## config.mk

```make
export PLATFORM = sky130hd
export DESIGN_NAME = spi_fr_master
export DESIGN_NICKNAME = d
export VERILOG_FILES = /design/src/rtl/spi_fr_pkg.sv /design/src/rtl/spi_fr_clkdiv.sv /design/src/rtl/spi_fr_shifter.sv /design/src/rtl/spi_fr_ctrl.sv /design/src/rtl/spi_fr_master.sv
export SDC_FILE = /design/constraint.sdc
export NUM_CORES = 1
export LEC_CHECK = 0
export BUFFER_PORTS_ARGS = -buffer_cell sky130_fd_sc_hd__buf_4
export CORE_AREA = 8 8 58 79
export CTS_CLUSTER_DIAMETER = 60
export DETAILED_ROUTE_END_ITERATION = 10
export DIE_AREA = 0 0 66 87
export PLACE_DENSITY = 0.87
export SLEW_MARGIN = 20
export SYNTH_ARGS = -nofsm -noshare
export SYNTH_HDL_FRONTEND = slang
export SYNTH_SLANG_ARGS = --single-unit
export TNS_END_PERCENT = 100
```

## constraint.sdc

```tcl
create_clock -name clk -period 4.3 [get_ports clk]
set_clock_uncertainty 0.2 [all_clocks]
set_input_delay 0.215 -clock clk [delete_from_list [all_inputs] [get_ports clk]]
set_output_delay 0.215 -clock clk [all_outputs]
set_load 0.02 [all_outputs]
```

## src/rtl/spi_fr_pkg.sv

```systemverilog
// Shared types and helpers for the free-running SPI master.
// Assumes divide ratios of 2 << (2*rate), i.e. 2, 8, 32, 128.
package spi_fr_pkg;

    localparam int DATA_W = 8;
    localparam int DIV_W  = 7;

    typedef enum logic [1:0] {
        ST_IDLE  = 2'd0,
        ST_ARMED = 2'd1,
        ST_XFER  = 2'd2
    } xfer_state_t;

    // Half a bit time, in system cycles, for a rate select value.
    function automatic logic [DIV_W-1:0] half_len(input logic [1:0] rate);
        return DIV_W'(1) << {rate, 1'b0};
    endfunction

endpackage

```

## src/rtl/spi_fr_clkdiv.sv

```systemverilog
// Free-running bit-clock divider. While run is high it produces a
// mid-bit tick and a bit-boundary tick once per bit time. It is held
// cleared while run is low. Assumes a rate change may happen at any time.
module spi_fr_clkdiv
    import spi_fr_pkg::*;
#(
    parameter int CNT_W = DIV_W
) (
    input  logic       clk,
    input  logic       rst_n,
    input  logic       run,
    input  logic [1:0] rate,
    output logic       tick_mid,
    output logic       tick_bnd
);
    logic [CNT_W-1:0] cnt;
    logic             second_half;
    logic [CNT_W-1:0] half_m1;
    logic             wrap;

    // Last count value of the current half period.
    always_comb begin
        half_m1 = CNT_W'(half_len(rate)) - CNT_W'(1);
        wrap    = run && (cnt >= half_m1);
    end

    // Half-period counter and half selector; stopped when not running.
    always_ff @(posedge clk) begin
        if (!rst_n || !run) begin
            cnt         <= '0;
            second_half <= 1'b0;
        end else if (wrap) begin
            cnt         <= '0;
            second_half <= ~second_half;
        end else begin
            cnt <= cnt + CNT_W'(1);
        end
    end

    // Tick decode: end of first half is mid-bit, end of second is boundary.
    always_comb begin
        tick_mid = wrap && !second_half;
        tick_bnd = wrap &&  second_half;
    end
endmodule

```

## src/rtl/spi_fr_shifter.sv

```systemverilog
// Transmit and receive shift registers. Loads the outgoing byte on a
// write, shifts out on bit boundaries, samples the input on mid-bit
// ticks, and commits the received byte on the last sample.
module spi_fr_shifter
    import spi_fr_pkg::*;
#(
    parameter int W = DATA_W
) (
    input  logic         clk,
    input  logic         rst_n,
    input  logic         load,
    input  logic [W-1:0] load_data,
    input  logic         shift_out,
    input  logic         sample,
    input  logic         commit,
    input  logic         miso,
    output logic         mosi,
    output logic [W-1:0] rx_data
);
    logic [W-1:0] tx_sh;
    logic [W-1:0] rx_sh;

    // Outgoing shift register, MSB first.
    always_ff @(posedge clk) begin
        if (!rst_n)         tx_sh <= '0;
        else if (load)      tx_sh <= load_data;
        else if (shift_out) tx_sh <= {tx_sh[W-2:0], 1'b0};
    end

    // Incoming shift register.
    always_ff @(posedge clk) begin
        if (!rst_n)      rx_sh <= '0;
        else if (sample) rx_sh <= {rx_sh[W-2:0], miso};
    end

    // Received byte register, updated with the final sample.
    always_ff @(posedge clk) begin
        if (!rst_n)      rx_data <= '0;
        else if (commit) rx_data <= {rx_sh[W-2:0], miso};
    end

    // Serial output is the head of the transmit register.
    always_comb mosi = tx_sh[W-1];
endmodule

```

## src/rtl/spi_fr_ctrl.sv

```systemverilog
// Frame sequencer. Arms on a write, starts on the next divider boundary,
// drives sck and ss_n per CPOL/CPHA, counts bits and flags completion.
// Assumes tick_mid and tick_bnd alternate and are never high together.
module spi_fr_ctrl
    import spi_fr_pkg::*;
#(
    parameter int W     = DATA_W,
    localparam int BC_W = $clog2(W)
) (
    input  logic clk,
    input  logic rst_n,
    input  logic run,
    input  logic cpol,
    input  logic cpha,
    input  logic wr_en,
    input  logic tick_mid,
    input  logic tick_bnd,
    output logic load,
    output logic shift_out,
    output logic sample,
    output logic commit,
    output logic sck,
    output logic ss_n,
    output logic busy,
    output logic done
);
    xfer_state_t      state;
    logic [BC_W-1:0]  bitcnt;
    logic             in_xfer;
    logic             last_bit;
    logic             start;
    logic             finish;

    // Strobes for the shifter and the sequencer itself.
    always_comb begin
        in_xfer   = (state == ST_XFER);
        last_bit  = (bitcnt == BC_W'(W - 1));
        load      = run && (state == ST_IDLE) && wr_en;
        start     = (state == ST_ARMED) && tick_bnd;
        sample    = in_xfer && tick_mid;
        shift_out = in_xfer && tick_bnd && !last_bit;
        finish    = in_xfer && tick_bnd && last_bit;
        commit    = sample && last_bit;
        busy      = (state != ST_IDLE);
    end

    // State, bit counter, select, clock and done registers.
    always_ff @(posedge clk) begin
        if (!rst_n || !run) begin
            state  <= ST_IDLE;
            bitcnt <= '0;
            ss_n   <= 1'b1;
            sck    <= rst_n ? cpol : 1'b0;
            done   <= 1'b0;
        end else begin
            done <= commit;
            unique case (state)
                ST_IDLE: begin
                    sck <= cpol;
                    if (wr_en) state <= ST_ARMED;
                end
                ST_ARMED: begin
                    sck <= cpol;
                    if (start) begin
                        state  <= ST_XFER;
                        bitcnt <= '0;
                        ss_n   <= 1'b0;
                        sck    <= cpol ^ cpha;
                    end
                end
                ST_XFER: begin
                    if (tick_mid) begin
                        sck <= cpol ^ ~cpha;
                    end else if (tick_bnd) begin
                        if (last_bit) begin
                            state <= ST_IDLE;
                            ss_n  <= 1'b1;
                            sck   <= cpol;
                        end else begin
                            bitcnt <= bitcnt + BC_W'(1);
                            sck    <= cpol ^ cpha;
                        end
                    end
                end
                default: state <= ST_IDLE;
            endcase
        end
    end
endmodule

```

## src/rtl/spi_fr_master.sv

```systemverilog
// Top of the free-running-clock SPI master: divider, sequencer, shifter.
// Assumes configuration is held steady while a frame is in progress.
module spi_fr_master
    import spi_fr_pkg::*;
(
    input  logic        clk,
    input  logic        rst_n,
    input  logic        cfg_en,
    input  logic        cfg_master,
    input  logic        cfg_cpol,
    input  logic        cfg_cpha,
    input  logic [1:0]  cfg_rate,
    input  logic        wr_en,
    input  logic [7:0]  wr_data,
    input  logic        miso,
    output logic        sck,
    output logic        mosi,
    output logic        ss_n,
    output logic        busy,
    output logic        done,
    output logic [7:0]  rx_data
);
    logic run;
    logic tick_mid, tick_bnd;
    logic load, shift_out, sample, commit;

    // Divider and sequencer run only with enable and master both set.
    always_comb run = cfg_en && cfg_master;

    spi_fr_clkdiv #(.CNT_W(DIV_W)) u_div (
        .clk      (clk),
        .rst_n    (rst_n),
        .run      (run),
        .rate     (cfg_rate),
        .tick_mid (tick_mid),
        .tick_bnd (tick_bnd)
    );

    spi_fr_ctrl #(.W(DATA_W)) u_ctrl (
        .clk       (clk),
        .rst_n     (rst_n),
        .run       (run),
        .cpol      (cfg_cpol),
        .cpha      (cfg_cpha),
        .wr_en     (wr_en),
        .tick_mid  (tick_mid),
        .tick_bnd  (tick_bnd),
        .load      (load),
        .shift_out (shift_out),
        .sample    (sample),
        .commit    (commit),
        .sck       (sck),
        .ss_n      (ss_n),
        .busy      (busy),
        .done      (done)
    );

    spi_fr_shifter #(.W(DATA_W)) u_shift (
        .clk       (clk),
        .rst_n     (rst_n),
        .load      (load),
        .load_data (wr_data),
        .shift_out (shift_out),
        .sample    (sample),
        .commit    (commit),
        .miso      (miso),
        .mosi      (mosi),
        .rx_data   (rx_data)
    );
endmodule

```

==> flow_summary.yaml, run 1 <==
logic_synthesis:
  yosysWarningCount: 0
  synth_area_um2: 1980
  async_flop_share: 0
  ys_seq_area_frac: 0.400
  synth_xor_area_frac: 0.0266
  synth-edff-count: 1
  syn_inst: 223
  synth_cell_types: 36
  synth_top_family_by_area: "simple AND/OR/NAND/NOR gates"
  synth.avg_cell_area_um2: 8.87
  synthFlopType: "dfxtp_1"
  synthAdderAreaFrac: 0.0886
  ys_seq_elements: 39
  synth_nets: 255
  yosys.area_share.simple: 0.220
  synth_compound_area_frac: 0.114
  muxShareOfSynthArea: 0.0968
drt:
  drc: 0
  drt_first_pass_iters: 4
  avgRoutedWirePerCell_um: 13.5
  ant_nets: 0
  drt_wl_total_mm: 3.96
  vias: 1591
  avgViaCountPerCell: 5.41
  drt-initial-drc-count: 64
global_route:
  grt_pass1_vias: 1580
  grt_usage: 0.149
  grt_max_degree: 38
  grt_pass1_wl_mm: 6.76
  antenna_found_initial: 0
  grt_overflow: 0
floorplanning:
  die_h_um: 87
  fp.coreArea_um2: 3510
  rows: 26
  die-area_um2: 5740
  die_x_um: 66
  pin_count: 31
  start_util: 0.563
min_path:
  min_path_type: "input pin to register"
  worstHoldStart: "wr_data[3]"
  hold_end: "u_shift.tx_sh[3]$_SDFFE_PN0P_"
  min_path_cells: 3
clock_network:
  cts_tree: "built"
  cts_hold_buf: 3
  clk_pin_slew_worst_paths_ns: 0.08
  clock_latency_ns: 0.30
  cts_resized: 0
  clk_root_buffer_cell: "clkbuf_8"
  clockBufferDepth: 2
  cts_setup_buffers: 0
  clkSinkCount: 39
  htree_levels: 2
  numCtsBuffers: 5
timing:
  worst_slew_pin_slew_ns: 0.558
  setup_violations: 0
  finalCriticalPeriod_ns: 2.58
  period_share: 0.601
  rsz0062_at_grt: "no"
  max_freq_ghz: 0.387
  tns_ns: 0
  maxSlewHeadroom: 0.627
  final_max_slew_viol_count: 0
  finalHoldViolations: 0
critical_path:
  cp-start-kind: "register"
  reg2reg_setup_slack_ns: 1.72
  arrival_ns: 2.43
  critPathKind: "register to register"
  ff2ff_path_depth: 8
  timing.critical_path.required_ns: 4.15
  reg2reg_to: "u_ctrl.sck$_DFFE_PP_"
  critPathMaxFanout: 10
  worstSetupStartpoint: "u_div.cnt[0]$_SDFF_PP0_"
  endpoint_kind: "register"
  r2r-start: "u_div.cnt[0]$_SDFF_PP0_"
cells_and_area:
  drive_gt1_frac: 0.171
  multiInputGateArea_um2: 1080
  final_common_cell: "dfxtp_1"
  n_fill_cell: 294
  syn_to_final_growth_pct: 17.6
  seqCellArea_um2: 791
  final_cell_mix: "38 x dfxtp_1, 30 x buf_4, 22 x o21ai_0"
  nets: 283
  antennaDiodeCount: 0
  final_cell_area_um2: 2330
  utilization: 0.662
run_status:
  status: "finished clean"
place:
  dp_hpwl_mm: 2.85
  place.gp.congestion: 0.791
  dpl_cell_area_um2: 2180
  port_buffers: 30
pwr:
  power.density_nw_per_um2: 313
  total_leakage_power_nw: 1.10
  ir_drop_mv: 0.280
job:
  maxCapViolations: 0
## report_power, final
| group | switching (mW) | leakage (nW) | internal [mW] |
|---|---|---|---|
| clock network | 0.130 | 0.0581 | 0.173 |
| registers | 0.00279 | 0.319 | 0.368 |
| logic | 0.0285 | 0.728 | 0.0264 |
## Yosys cell counts, types with 2 or more instances
library cell,count,share of area
nor3_1,2,0.0051
nand4_1,4,0.013
clkbuf_1,5,0.0095
buf_2,4,0.010
ha_1,14,0.089
nand2_1,18,0.034
xnor2_1,4,0.018
nor2_1,16,0.030
inv_1,8,0.015
nand3_1,21,0.053
xor2_1,2,0.0089
and3_1,6,0.019
mux2i_1,18,0.091
nor2b_1,8,0.025
a21oi_1,13,0.033
dfxtp_1,38,0.38
o21ai_0,22,0.056
nand2b_1,2,0.0063
## logic make-up (layout without fill, tap and decap cells)
logic type,Yosys count,count (layout)
xor gates and xnor gates,6,6
buffers and inverters,20,49
and+or+nand+nor,83,83
adders and majority gates,14,14
AOI/OAI and AO/OA,41,41
other,1,1
DFF,39,39
muxes,19,19
## flip-flops by register name, indices dropped and copies added, names as in the netlist
name,flops
u_ctrl.bitcnt,3
u_ctrl.done,1
u_ctrl.sck,1
u_ctrl.ss_n,1
u_ctrl.state,2
u_div.cnt,7
u_div.second_half,1
u_shift.rx_data,8
u_shift.rx_sh,7
u_shift.tx_sh,8
## per-layer routing
layer / track usage / wire length [um] / vias to the layer above
li1: - / - / 829
met1: 0.150 / 1620 / 719
met2: 0.262 / 2060 / 37
met3: 0.0503 / 216 / 6
met4: 0.0780 / 68 / 0
met5: 0 / 0 / -
## worst max path at each step
stage / end / slack [ns] / depth (start not counted)
2_1_floorplan: u_ctrl.sck$_DFFE_PP_ / 1.78 / 9
3_3_place_gp: u_ctrl.sck$_DFFE_PP_ / 1.56 / 9
3_5_place_dp: u_ctrl.sck$_DFFE_PP_ / 1.50 / 9
4_1_cts: u_ctrl.sck$_DFFE_PP_ / 1.73 / 8
5_1_grt: u_ctrl.sck$_DFFE_PP_ / 1.55 / 8
6_report: u_ctrl.sck$_DFFE_PP_ / 1.72 / 8
## layout make-up
cell class,count,area share
flip-flops and latches,39,0.340
repair buffers,33,0.110
clock buffers,5,0.0296
inverters,8,0.0129
multi-input cells,164,0.466
well taps,42,0.0226
clock inverters,3,0.0188
## worst max-delay path, cell delays in order, from the launching register on
cell and delay (ns):
dfxtp_1 0.38, inv_1 0.06, ha_1 0.26, nand2b_1 0.14
a2111o_1 0.44, a31o_1 0.38, nand3_1 0.18, mux2i_1 0.19
o211ai_1 0.11
## metrics by stage
step,instances,hold slack (ns),setup slack (ns),power (mW)
after global routing,294,0.0263,1.55,0.757
after global placement,283,0.242,1.56,0.430
after detailed placement,283,0.254,1.50,0.431
after floorplan,223,0.155,1.78,0.410
after CTS,294,0.00362,1.73,0.735
final,294,0.00572,1.72,0.728
No activity file was read; power rests on OpenSTA's default activity.
==> inputs of run 2 (changes only) <==
- CORE_AREA: 8 8 58 79 -> 8 8 60 82
- DIE_AREA: 0 0 66 87 -> 0 0 68 90
- PLACE_DENSITY: 0.87 -> 0.81
- clock period: 4.3 -> 2.4 ns (I/O delays scaled with it)
==> run 2 against run 1 <==
Effect of this change:
- combinational power rose by 120%
- wire length rose by 2.0%
- first-iteration DRC count fell by 38%
- clock-buffer cell count grew 2
- power is 90% higher
- setup slack lost 1.6 ns
- register-to-register slack worse by 1.6 ns
- cell count rose by 5.8%
- worst hold slack better by 0.0068 ns
- non-clock buffer count rose by 15
- via count is 5.3% higher
- core utilization grew 0.76 points
==> flow_summary.yaml, run 2 (synthesis results as in run 1) <==
critical_path:
  critPathMaxFanout: 5
  arrival_ns: 2.15
  timing.critical_path.required_ns: 2.24
  critPathKind: "register to register"
  cp-start-kind: "register"
  reg2reg_setup_slack_ns: 0.09
  endpoint_kind: "register"
global_route:
  grt_overflow: 0
  antenna_found_initial: 0
  grt_max_degree: 38
  grt_usage: 0.144
  grt_pass1_vias: 1676
  grt_pass1_wl_mm: 7.09
clock_network:
  clkSinkCount: 39
  clk_pin_slew_worst_paths_ns: 0.08
  cts_setup_buffers: 0
  clk_root_buffer_cell: "clkbuf_8"
  clockBufferDepth: 2
  htree_levels: 2
  clock_latency_ns: 0.29
  numCtsBuffers: 5
  cts_tree: "built"
drt:
  vias: 1675
  drt_wl_total_mm: 4.04
  drt-initial-drc-count: 40
  avgViaCountPerCell: 5.39
  drt_first_pass_iters: 5
  ant_nets: 0
  drc: 0
  avgRoutedWirePerCell_um: 13.0
job:
  maxCapViolations: 0
place:
  dpl_cell_area_um2: 2260
  place.gp.congestion: 0.850
  placed_cells: 292
  dp_hpwl_mm: 2.93
  port_buffers: 30
pwr:
  power_frac_comb: 0.087
  sw_frac_of_total: 0.208
  power.density_nw_per_um2: 546
  p_int_mw: 1.10
  total_leakage_power_nw: 1.20
  power.net_switching_uw: 288
  power_mw: 1.38
  pwr-share-clk: 0.433
  seq_power_share: 0.480
  ir_drop_mv: 0.635
floorplanning:
  start_util: 0.523
  pin_count: 31
  fp.coreArea_um2: 3780
  die_x_um: 68
  die_h_um: 90
  rows: 27
  die-area_um2: 6120
timing:
  period_share: 0.961
  tns_ns: 0
  setup_violations: 0
  finalHoldViolations: 0
  max_freq_ghz: 0.434
  finalCriticalPeriod_ns: 2.31
  final_max_slew_viol_count: 0
  worst_slew_pin_slew_ns: 0.525
  maxSlewHeadroom: 0.649
  rsz0062_at_grt: "no"
cells_and_area:
  antennaDiodeCount: 0
  final_cell_area_um2: 2530
  nets: 299
  final_cell_mix: "37 x buf_4, 37 x dfxtp_1, 22 x o21ai_0"
  syn_to_final_growth_pct: 28.1
  drive_gt1_frac: 0.216
  layout.cells.non_filler: 311
  reg_top3: "u_shift.rx_data x8, u_shift.tx_sh x8"
run_status:
  status: "finished clean"
min_path:
  min_path_type: "input pin to register"
[run 2: worst max-delay path: stages, from the launching register on]
cell      delay, ns
dfxtp_2        0.34
inv_2          0.05
ha_4           0.22
nand2b_4       0.13
a2111o_1       0.46
a31o_4         0.28
nand3_1        0.10
mux2i_1        0.18
o211ai_1       0.11
[run 2: path summary, 6_finish.rpt]
| check | cells past startpoint | from | to |
|---|---|---|---|
| max reg2reg | 8 | u_div.cnt[0]$_SDFF_PP0_ | u_ctrl.sck$_DFFE_PP_ |
| min | 3 | cfg_cpol | u_ctrl.sck$_DFFE_PP_ |
| min reg2reg | 2 | u_shift.rx_sh[6]$_SDFFE_PN0P_ | u_shift.rx_data[7]$_SDFFE_PN0P_ |
| max | 8 | u_div.cnt[0]$_SDFF_PP0_ | u_ctrl.sck$_DFFE_PP_ |
[run 2: per-stage QoR]
stage	util	setup WS (ns)	hold slack, ns
2_1_floorplan	-	0.0210	0.0599
3_3_place_gp	0.597	-0.177	0.181
3_5_place_dp	0.597	-0.245	0.194
4_1_cts	0.657	0.000403	0.00314
5_1_grt	0.670	0.00758	0.0375
6_report	0.670	0.0933	0.0125
[run 2: repair_timing]
item | CTS | global route
hold buffers | 10 | 0
gates resized for setup | 1 | 7
cloned | 0 | 1
pin swaps | 0 | 4
setup endpoints to repair | 14 | 17
hold endpoints to repair | 12 | 0
[run 2: area by class of cell]
type,instances,area [um2]
fill,304,1250
multi-input combinational,165,1130
sequential,39,792
timing repair buffer,48,398
clock buffer,7,97.6
tap,43,53.8
clock inverter,1,30.0
inverter,8,30.0
[run 2: power by group through the flow]
stage               combinational [mW]  clock (mW)  sequential (mW)
floorplan                       0.0534           0            0.680
global placement                0.0972           0            0.678
detailed placement              0.0994           0            0.679
CTS                              0.113       0.617            0.663
global route                     0.135       0.642            0.665
finish                           0.121       0.599            0.664
[run 2: per-layer routing]
layer / share of wire / up-vias / track usage
met2: 0.53 / 28 / 0.243
li1: - / 869 / -
met5: 0 / - / 0
met3: 0.045 / 9 / 0.0422
met1: 0.41 / 769 / 0.151
met4: 0.023 / 0 / 0.0789
==> inputs of run 3 (changes only) <==
- ABC_AREA: unset -> 1
- CAP_MARGIN: unset -> 20
- clock period: 2.4 -> 2.45 ns (I/O delays scaled with it)
==> run 3 against run 2 <==
Effect of this change:
- setup slack better by 0.32 ns
- worst hold slack improved by 0.029 ns
- clock-buffer cell count shrank 2
- design area fell by 2.3%
- largest power group unchanged
==> flow_summary.yaml, run 3 <==
drt:
  avgViaCountPerCell: 5.20
  vias: 1886
  drt-initial-drc-count: 50
  ant_nets: 0
  drt_wl_total_mm: 4.54
  drt_first_pass_iters: 4
  drc: 0
  avgRoutedWirePerCell_um: 12.5
pwr:
  ir_drop_mv: 0.486
  power_mw: 1.21
  power.density_nw_per_um2: 490
  total_leakage_power_nw: 1.12
critical_path:
  critPathBufInv: 2
  endpoint_kind: "register"
  critPathKind: "register to register"
  cp_top_family: "simple AND/OR/NAND/NOR gates"
  cp-start-kind: "register"
  timing.critical_path.required_ns: 2.44
  cp_common_cell: "nand2_1"
  critPathMaxFanout: 10
  arrival_ns: 2.03
  cp_slowest_cell: "dfxtp_1"
  crit_chain: "inv_1 > ha_1 > nand2_1 > nor2_1 > nand3_1 > nand3_2 > nand4_4 > nor2_8 > inv_2 > nand2_1 > a21oi_1"
  critPathMaxStageDelay_ns: 0.38
place:
  port_buffers: 30
  placed_cells: 344
  place.gp.congestion: 0.798
  dp_hpwl_mm: 3.37
timing:
  final_max_slew_viol_count: 0
  finalHoldViolations: 0
  period_share: 0.830
  rsz0062_at_grt: "no"
  setup_violations: 0
  tns_ns: 0
  finalCriticalPeriod_ns: 2.03
  max_freq_ghz: 0.492
floorplanning:
  die_x_um: 68
  rows: 27
  start_util: 0.524
  pin_count: 31
  die_h_um: 90
  fp.coreArea_um2: 3780
  die-area_um2: 6120
logic_synthesis:
  synth_nets: 303
  ys_seq_area_frac: 0.398
  synth_cell_types: 30
  synth_area_um2: 1980
  synth-edff-count: 1
  synth.top_cell.area_share: 0.383
  syn_inst: 271
  yosysWarningCount: 0
  yosys.area.top_type: "dfxtp_1"
  ys_seq_elements: 39
  synth_common_cells: "78 x nand2_1, 38 x dfxtp_1, 29 x nor2_1"
  synth_top_cells_by_area: "dfxtp_1 38%, nand2_1 15%, ha_1 8.8%"
  synth.most_common_cell: "nand2_1"
  async_flop_share: 0
  synthFlopType: "dfxtp_1"
  synth.avg_cell_area_um2: 7.32
clock_network:
  clockBufferDepth: 2
  numCtsBuffers: 5
  cts_tree: "built"
  htree_levels: 2
  cts_setup_buffers: 0
  clk_root_buffer_cell: "clkbuf_8"
  clock_latency_ns: 0.30
  clk_pin_slew_worst_paths_ns: 0.08
  clkSinkCount: 39
cells_and_area:
  antennaDiodeCount: 0
  final_cell_mix: "78 x nand2_1, 38 x dfxtp_1, 33 x buf_4"
  syn_to_final_growth_pct: 24.8
  nets: 351
  layout.cells.non_filler: 363
  final_common_cell: "nand2_1"
  reg_top3: "u_shift.rx_data x8, u_shift.tx_sh x8"
  drive_gt1_frac: 0.166
  utilization: 0.654
global_route:
  grt_usage: 0.158
  grt_pass1_wl_mm: 7.77
  grt_overflow: 0
  antenna_found_initial: 0
  grt_pass1_vias: 1864
  grt_max_degree: 19
min_path:
  min_path_type: "input pin to register"
run_status:
  status: "finished clean"
job:
  maxCapViolations: 0
[run 3: cell types whose count changed in the layout (fill, tap and decap cells not counted), sizes merged, moves of 5 or more]
cell / delta
a21oi: +14
and3: -6
buf: -5
inv: +22
mux2i: -18
nand2: +62
nor2: +14
nor2b: -8
o21ai: -14
[run 3: path summary, 6_finish.rpt]
check | slack, ns | to | start | cells past startpoint
worst max-delay path | 0.42 | u_shift.rx_data[3]$_SDFFE_PN0P_ | u_div.cnt[0]$_SDFF_PP0_ | 11
worst min-delay path | 0.04 | u_shift.tx_sh[7]$_SDFFE_PN0P_ | wr_data[7] | 4
worst max register to register | 0.42 | u_shift.rx_data[3]$_SDFFE_PN0P_ | u_div.cnt[0]$_SDFF_PP0_ | 11
worst min register to register | 0.26 | u_shift.rx_sh[6]$_SDFFE_PN0P_ | u_shift.rx_sh[6]$_SDFFE_PN0P_ | 2
[run 3: layout make-up]
cell class,instances,area [um2]
inverter,31,116
sequential,39,791
clock buffer,5,68.8
multi-input combinational,198,1060
tap,43,53.8
clock inverter,3,23.8
fill,330,1310
timing repair buffer,44,358
[run 3: per-layer routing]
layer / wire length (um) / GRT usage / vias to the layer above
met1: 1780 / 0.154 / 869
met2: 2390 / 0.273 / 44
met4: 125 / 0.0858 / 0
met3: 254 / 0.0547 / 13
met5: 0 / 0 / -
li1: - / - / 960
[run 3: per-stage QoR]
step	hold slack, ns	setup slack (ns)	instance area [um2]
finish	0.0413	0.417	2480
global route	0.0391	0.223	2480
CTS	0.0233	0.397	2480
detailed placement	0.197	0.377	2270
global placement	0.193	0.450	2270
floorplan	0.0429	0.586	1980
[run 3: logic make-up after synthesis]
logic type	synth area share
buf+inv	0.0649
other cells	0.00189
fa+ha+maj	0.0883
xor+xnor	0.0221
compound gates	0.107
simple gates	0.317
flops	0.398
[run 3: worst register-to-register path: stages, from the launching register on]
cell     delay (ns)
dfxtp_1        0.38
inv_1          0.06
ha_1           0.27
nand2_1        0.04
nor2_1         0.08
nand3_1        0.09
nand3_2        0.18
nand4_4        0.21
nor2_8         0.21
inv_2          0.10
nand2_1        0.07
a21oi_1        0.06
[run 3: repair_timing]
| item | in CTS | in global routing |
|---|---|---|
| hold buffers | 11 | 0 |
| hold endpoints to repair | 13 | 0 |
| gates resized for setup | 0 | 0 |
[run 3: power by group]
group          internal [mW]  switching, mW
Combinational         0.0554         0.0618
Clock                  0.203          0.245
Sequential             0.643        0.00403
Total                  0.902          0.311
